--- src/rtl/keyed_watchdog.sv ---
module keyed_watchdog #(
  parameter int PRESCALE  = 512,
  parameter int LEN_W     = 11,
  parameter int RST_LEN   = 62,
  parameter int RST_PULSE = 16
) (
  input  logic        clk,
  input  logic        rst_n,
  input  logic        ref_tick,
  input  logic        bus_wr,
  input  logic [4:0]  bus_addr,
  input  logic [31:0] bus_wdata,
  output logic [31:0] bus_rdata,
  output logic        wdt_irq,
  output logic        wdt_rst
);
  localparam int PS_W = $clog2(PRESCALE);
  localparam int PW_W = $clog2(RST_PULSE + 1);
  localparam logic [PS_W-1:0] PS_LAST = PS_W'(PRESCALE - 1);

  logic m_en, m_ext, m_irq, m_dual;
  logic [LEN_W-1:0] len_q, cnt;
  logic [PS_W-1:0]  ps;
  logic             stage;
  logic [PW_W-1:0]  pcnt;

  wire wr_mode = bus_wr && bus_addr == 5'h00 && bus_wdata[31:24] == 8'h22;
  wire wr_len  = bus_wr && bus_addr == 5'h04 && bus_wdata[4:0] == 5'h08;
  wire wr_kick = bus_wr && bus_addr == 5'h08 && bus_wdata == 32'h1971;
  wire wr_swr  = bus_wr && bus_addr == 5'h14 && bus_wdata == 32'h1209;

  wire unit     = m_en && ref_tick && ps == PS_LAST;
  wire expire   = unit && cnt <= LEN_W'(1) && !wr_kick;
  wire fire_irq = expire && (m_dual ? !stage : m_irq);
  wire fire_rst = expire && (m_dual ? stage : !m_irq);

  always_ff @(posedge clk or negedge rst_n) begin
    if (!rst_n) begin
      {m_en, m_ext, m_irq, m_dual} <= '0;
      len_q <= LEN_W'(RST_LEN);
    end else begin
      if (wr_mode) begin
        m_en   <= bus_wdata[0];
        m_ext  <= bus_wdata[2];
        m_irq  <= bus_wdata[3];
        m_dual <= bus_wdata[6];
      end
      if (wr_len) len_q <= bus_wdata[5 +: LEN_W];
    end
  end

  always_ff @(posedge clk or negedge rst_n) begin
    if (!rst_n) begin
      cnt     <= LEN_W'(RST_LEN);
      ps      <= '0;
      stage   <= 1'b0;
      wdt_irq <= 1'b0;
    end else if (wr_kick) begin
      cnt     <= len_q;
      ps      <= '0;
      stage   <= 1'b0;
      wdt_irq <= 1'b0;
    end else if (wr_mode && bus_wdata[0] && !m_en) begin
      cnt   <= len_q;
      ps    <= '0;
      stage <= 1'b0;
    end else if (m_en && ref_tick) begin
      ps <= (ps == PS_LAST) ? '0 : ps + 1'b1;
      if (unit) cnt <= (cnt <= LEN_W'(1)) ? len_q : cnt - 1'b1;
      if (fire_irq) begin
        wdt_irq <= 1'b1;
        if (m_dual) stage <= 1'b1;
      end
      if (fire_rst) stage <= 1'b0;
    end
  end

  always_ff @(posedge clk or negedge rst_n) begin
    if (!rst_n)                          pcnt <= '0;
    else if (wr_swr || (fire_rst && m_ext)) pcnt <= PW_W'(RST_PULSE);
    else if (pcnt != '0)                 pcnt <= pcnt - 1'b1;
  end

  assign wdt_rst = pcnt != '0;

  always_comb begin
    bus_rdata = '0;
    case (bus_addr)
      5'h00: begin
        bus_rdata[0] = m_en;
        bus_rdata[2] = m_ext;
        bus_rdata[3] = m_irq;
        bus_rdata[6] = m_dual;
      end
      5'h04: bus_rdata[5 +: LEN_W] = len_q;
      default: ;
    endcase
  end

  p_bad_mode_key_r2: assert property (@(posedge clk) disable iff (!rst_n)
    (bus_wr && bus_addr == 5'h00 && bus_wdata[31:24] != 8'h22)
      |=> $stable({m_en, m_ext, m_irq, m_dual}));

  p_kick_clears_irq_r5: assert property (@(posedge clk) disable iff (!rst_n)
    (bus_wr && bus_addr == 5'h08 && bus_wdata == 32'h1971) |=> !wdt_irq);

  p_swr_pulses_r6: assert property (@(posedge clk) disable iff (!rst_n)
    (bus_wr && bus_addr == 5'h14 && bus_wdata == 32'h1209) |=> wdt_rst);

  p_hold_when_off_r7: assert property (@(posedge clk) disable iff (!rst_n)
    (!m_en && !wr_kick && !wr_mode) |=> $stable(cnt) && $stable(ps));

  p_irq_needs_mode_r9: assert property (@(posedge clk) disable iff (!rst_n)
    $rose(wdt_irq) |-> $past(m_irq || m_dual));
endmodule

--- config.mk ---
export PLATFORM = sky130hd
export DESIGN_NAME = keyed_watchdog
export DESIGN_NICKNAME = d
export VERILOG_FILES = /design/src/rtl/keyed_watchdog.sv
export SDC_FILE = /design/constraint.sdc
export NUM_CORES = 1
export LEC_CHECK = 0
export CAP_MARGIN = 20
export CORE_AREA = 3 3 92 112
export DETAILED_ROUTE_END_ITERATION = 8
export DIE_AREA = 0 0 95 115
export GPL_TIMING_DRIVEN = 0
export PLACE_DENSITY_LB_ADDON = 0.1
export SYNTH_ARGS = -nofsm -noshare
export SYNTH_HDL_FRONTEND = slang
export SYNTH_SLANG_ARGS = --single-unit
--- constraint.sdc ---
create_clock -name clk -period 4 [get_ports clk]
set_input_delay 0.8 -clock clk [delete_from_list [all_inputs] [get_ports clk]]
set_output_delay 0.8 -clock clk [all_outputs]
set_load 0.01 [all_outputs]
==> qor.txt <==
CELLS AND AREA
--------------------------------------------------------------------------------
Nets@finish                                                                  413
Share of cells above drive strength 1                                     18.53%
Commonest non-fill, non-tap cells in the layout                     clkdlybuf4s50_1 (55), dfrtp_1 (32), nor2_1 (28)
Non-Filler Instances                                                         490
# diodes                                                                       0
Total of fill cells in the finished design                                   957
Most common library cell in the layout ignoring fill and taps       clkdlybuf4s50_1
Layout-stage area growth over the synthesis result                        34.65%

CTS
--------------------------------------------------------------------------------
Total clock buffers created by CTS                                             5
TritonCTS sink count                                                          42
Post-cts hold buffer count                                                     0
Number of levels the H-tree was split into                                     2
Setup Fix Bufs, Post-CTS                                                       0
Root buffer cell                                                       clkbuf_16
Clock Latency Late Sink                                                  0.28 ns
Clock tree from TritonCTS                                                    yes
Clock-pin slew on the worst setup and hold paths                         0.06 ns
Clock Tree Buf Depth                                                           2
Number of gates given a new drive strength after cts                           0

SYNTH
--------------------------------------------------------------------------------
Syn avg cell area                                                      9.439 um2
Post-synthesis register bit count                                             42
Post-synthesis async set-or-reset flop share                              100.0%
Count of unique library cells instantiated by Yosys                           55
Number of standard cells after synthesis                                     285
Synth Flop Type                                                          dfrtp_1
Sequential element share of the synthesized area                          39.53%
Post-synthesis cell area                                                2690 um2
Count of flip-flops with a built-in enable after synthesis                     0
Yosys warns                                                                    0

TIMING
--------------------------------------------------------------------------------
Crit path setup slack, layout                                          0.2699 ns
Clock skew                                                           0.008364 ns
Remaining max-slew budget at the tightest pin                             28.38%
Slew of the pin with the lowest slew margin                             1.059 ns
Final cycle utilization of the critical path                              93.25%
Min Clock Period, post-route                                            3.730 ns
Final Max Slew Viols                                                           0
RSZ-0062 raised after global routing                                          no
Tightest hold margin                                                   0.4246 ns
Maximum operating frequency                                            268.1 MHz
Aggregate negative setup slack                                              0 ns
Final setup violation count                                                    0
Number of failing hold endpoints at the final stage                            0

SETUP PATH
--------------------------------------------------------------------------------
Worst R2R Path Depth                                                          11
Startpoint of the worst setup timing path                            bus_addr[1]
Setup slack of the worst register-to-register path                       1.06 ns
Required time at the worst-slack endpoint                                3.20 ns
Endpoint of the most critical setup path                            bus_rdata[6]
CP arrival                                                               2.93 ns
Worst reg2reg startpoint                                                   ps[0]
Worst Setup Path Type                                                  in -> out
Worst reg2reg endpoint                                                   pcnt[2]
Launching element type of the critical path                         primary input
CP endpoint kind                                                     output port
Worst Path Max Fanout                                                         10

FLOORPLANNING
--------------------------------------------------------------------------------
Height of the die                                                         115 um
Standard-cell rows                                                            39
Core Region                                                             9418 um2
Die outline width                                                          95 um
Ports                                                                         75
Effective utilization at floorplan                                        28.56%
Die footprint                                                         10,930 um2

POWER
--------------------------------------------------------------------------------
Worst IR drop on VDD                                                    166.0 uV
Power Density                                                       251.8 nW/um2
Leak pwr                                                                1.638 nW

PLACE
--------------------------------------------------------------------------------
Setup slack at placement                                               0.2327 ns
Detailed placer's ending HPWL                                            5613 um
Buffers on Ports                                                              56
Placed insts                                                                 482
Final weighted congestion in routability-driven placement                 0.7761

ROUTING
--------------------------------------------------------------------------------
Metal2 WL                                                                3338 um
Total routed wire length on the met1 layer                               3100 um
Number of vias in the routed layout                                        2,341
Wire length after detailed routing                                       6977 um
Total met3 wirelength after detailed routing                              459 um
Post-route DRC                                                                 0
DRC marker count from the first detailed-route iteration                      75
Routed vias/inst                                                           4.778
Total iterations of the first detailed-routing run                             4
Max layer used                                                              met4
Final routed wire length divided by cell count                          14.24 um
Post-detailed-route count of antenna-violating nets                            0

GLOBAL ROUTE
--------------------------------------------------------------------------------
Overflow left after global routing                                             0
Vias in the first global route                                             2,339
First-pass GRT wire length                                             11,580 um
Number of antenna violations at the first check in global routing              0
Maximum number of pins on one net before global-route repair                  29
Global routing usage summed across all routing layers                     13.53%

RUN
--------------------------------------------------------------------------------
Max_cap viols                                                                  0

OUTCOME
--------------------------------------------------------------------------------
Status                                                              finished clean

MIN PATH
--------------------------------------------------------------------------------
Type of the worst min-delay path                                     in -> async

-- worst min path at each step --
stage                     cells past startpoint      end  startpoint
final                                         1   cnt[7]       rst_n
after global routing                          1   cnt[7]       rst_n
after floorplan                               1  cnt[10]   len_q[10]
after detailed placement                      1  cnt[10]   len_q[10]
after CTS                                     1   cnt[7]       rst_n
after global placement                        1  cnt[10]   len_q[10]
-- power by group --
group | internal [mW] | switching (mW) | leakage [nW]
Sequential | 0.428 | 0.00194 | 0.540
Combinational | 0.0538 | 0.0374 | 1.03
Clock | 0.229 | 0.161 | 0.0706
-- per-layer routing --
metal  up-vias  track usage (%)
li1       1165                -
met1      1093            17.32
met2        77            22.81
met3         6            3.141
met4         0            3.657
met5         -                0
-- Yosys cell counts, types with 3 or more instances --
master / number / area (um2)
o21ai_0: 8 / 40.04
nand2_1: 19 / 71.32
nand4_1: 7 / 43.79
nor3_1: 15 / 75.07
a21oi_1: 16 / 80.08
a31oi_1: 3 / 18.77
nor4b_1: 3 / 26.28
or3_1: 3 / 18.77
and3_1: 4 / 25.02
buf_4: 19 / 142.6
inv_1: 9 / 33.78
and4b_1: 4 / 40.04
and2_1: 12 / 75.07
nor4_1: 5 / 31.28
ha_1: 6 / 75.07
nor2_1: 28 / 105.1
mux2i_1: 3 / 30.03
nor3b_1: 7 / 52.55
nand3_1: 6 / 30.03
mux2_2: 14 / 157.7
xnor2_1: 5 / 43.79
dfrtp_1: 32 / 800.8
dfstp_2: 10 / 262.8
buf_2: 4 / 20.02
-- cell families (layout without fill, tap and decap cells) --
group / after synthesis / in the layout / share of synthesized area [%]
buffers and inverters: 35 / 100 / 8.279
other: 1 / 18 / 0.1394
muxes: 17 / 17 / 6.977
AOI/OAI and AO/OA: 51 / 51 / 12.79
xor gates and xnor gates: 5 / 5 / 1.628
and+or+nand+nor: 128 / 128 / 27.86
adders and majority gates: 6 / 6 / 2.791
DFF: 42 / 42 / 39.53
-- layout make-up --
class,instances,area (um2),area share (%)
multi-input cells,225,1468,40.52
repair buffers,57,575.6,15.89
clock buffers,6,128.9,3.558
clock inverters,2,10.01,0.2763
plain buffers,26,188.9,5.216
flip-flops and latches,42,1064,29.36
well taps,123,153.9,4.249
inverters,9,33.78,0.9326
-- sequential cells by signal (all words and copies together) (netlist names) --
signal,cells
wdt_irq,1
m_dual,1
pcnt,5
m_irq,1
m_ext,1
stage,1
m_en,1
ps,9
cnt,11
len_q,11
-- critical path, cell delays in order --
cell             delay [ns]
clkdlybuf4s50_1        0.45
nor3_1                 0.25
nand2_1                0.14
nor2_1                 0.51
a22o_1                 0.23
clkdlybuf4s50_1        0.54
-- metrics by stage --
step	utilization [%]	area (um2)	total power, mW
after global placement	36.83	3468	0.5281
after global routing	38.46	3622	0.9530
after CTS	38.46	3622	0.9263
final	38.46	3622	0.9120
after detailed placement	36.99	3483	0.5299
after floorplan	-	2754	0.4678
No activity file was read; power rests on OpenSTA's default activity.
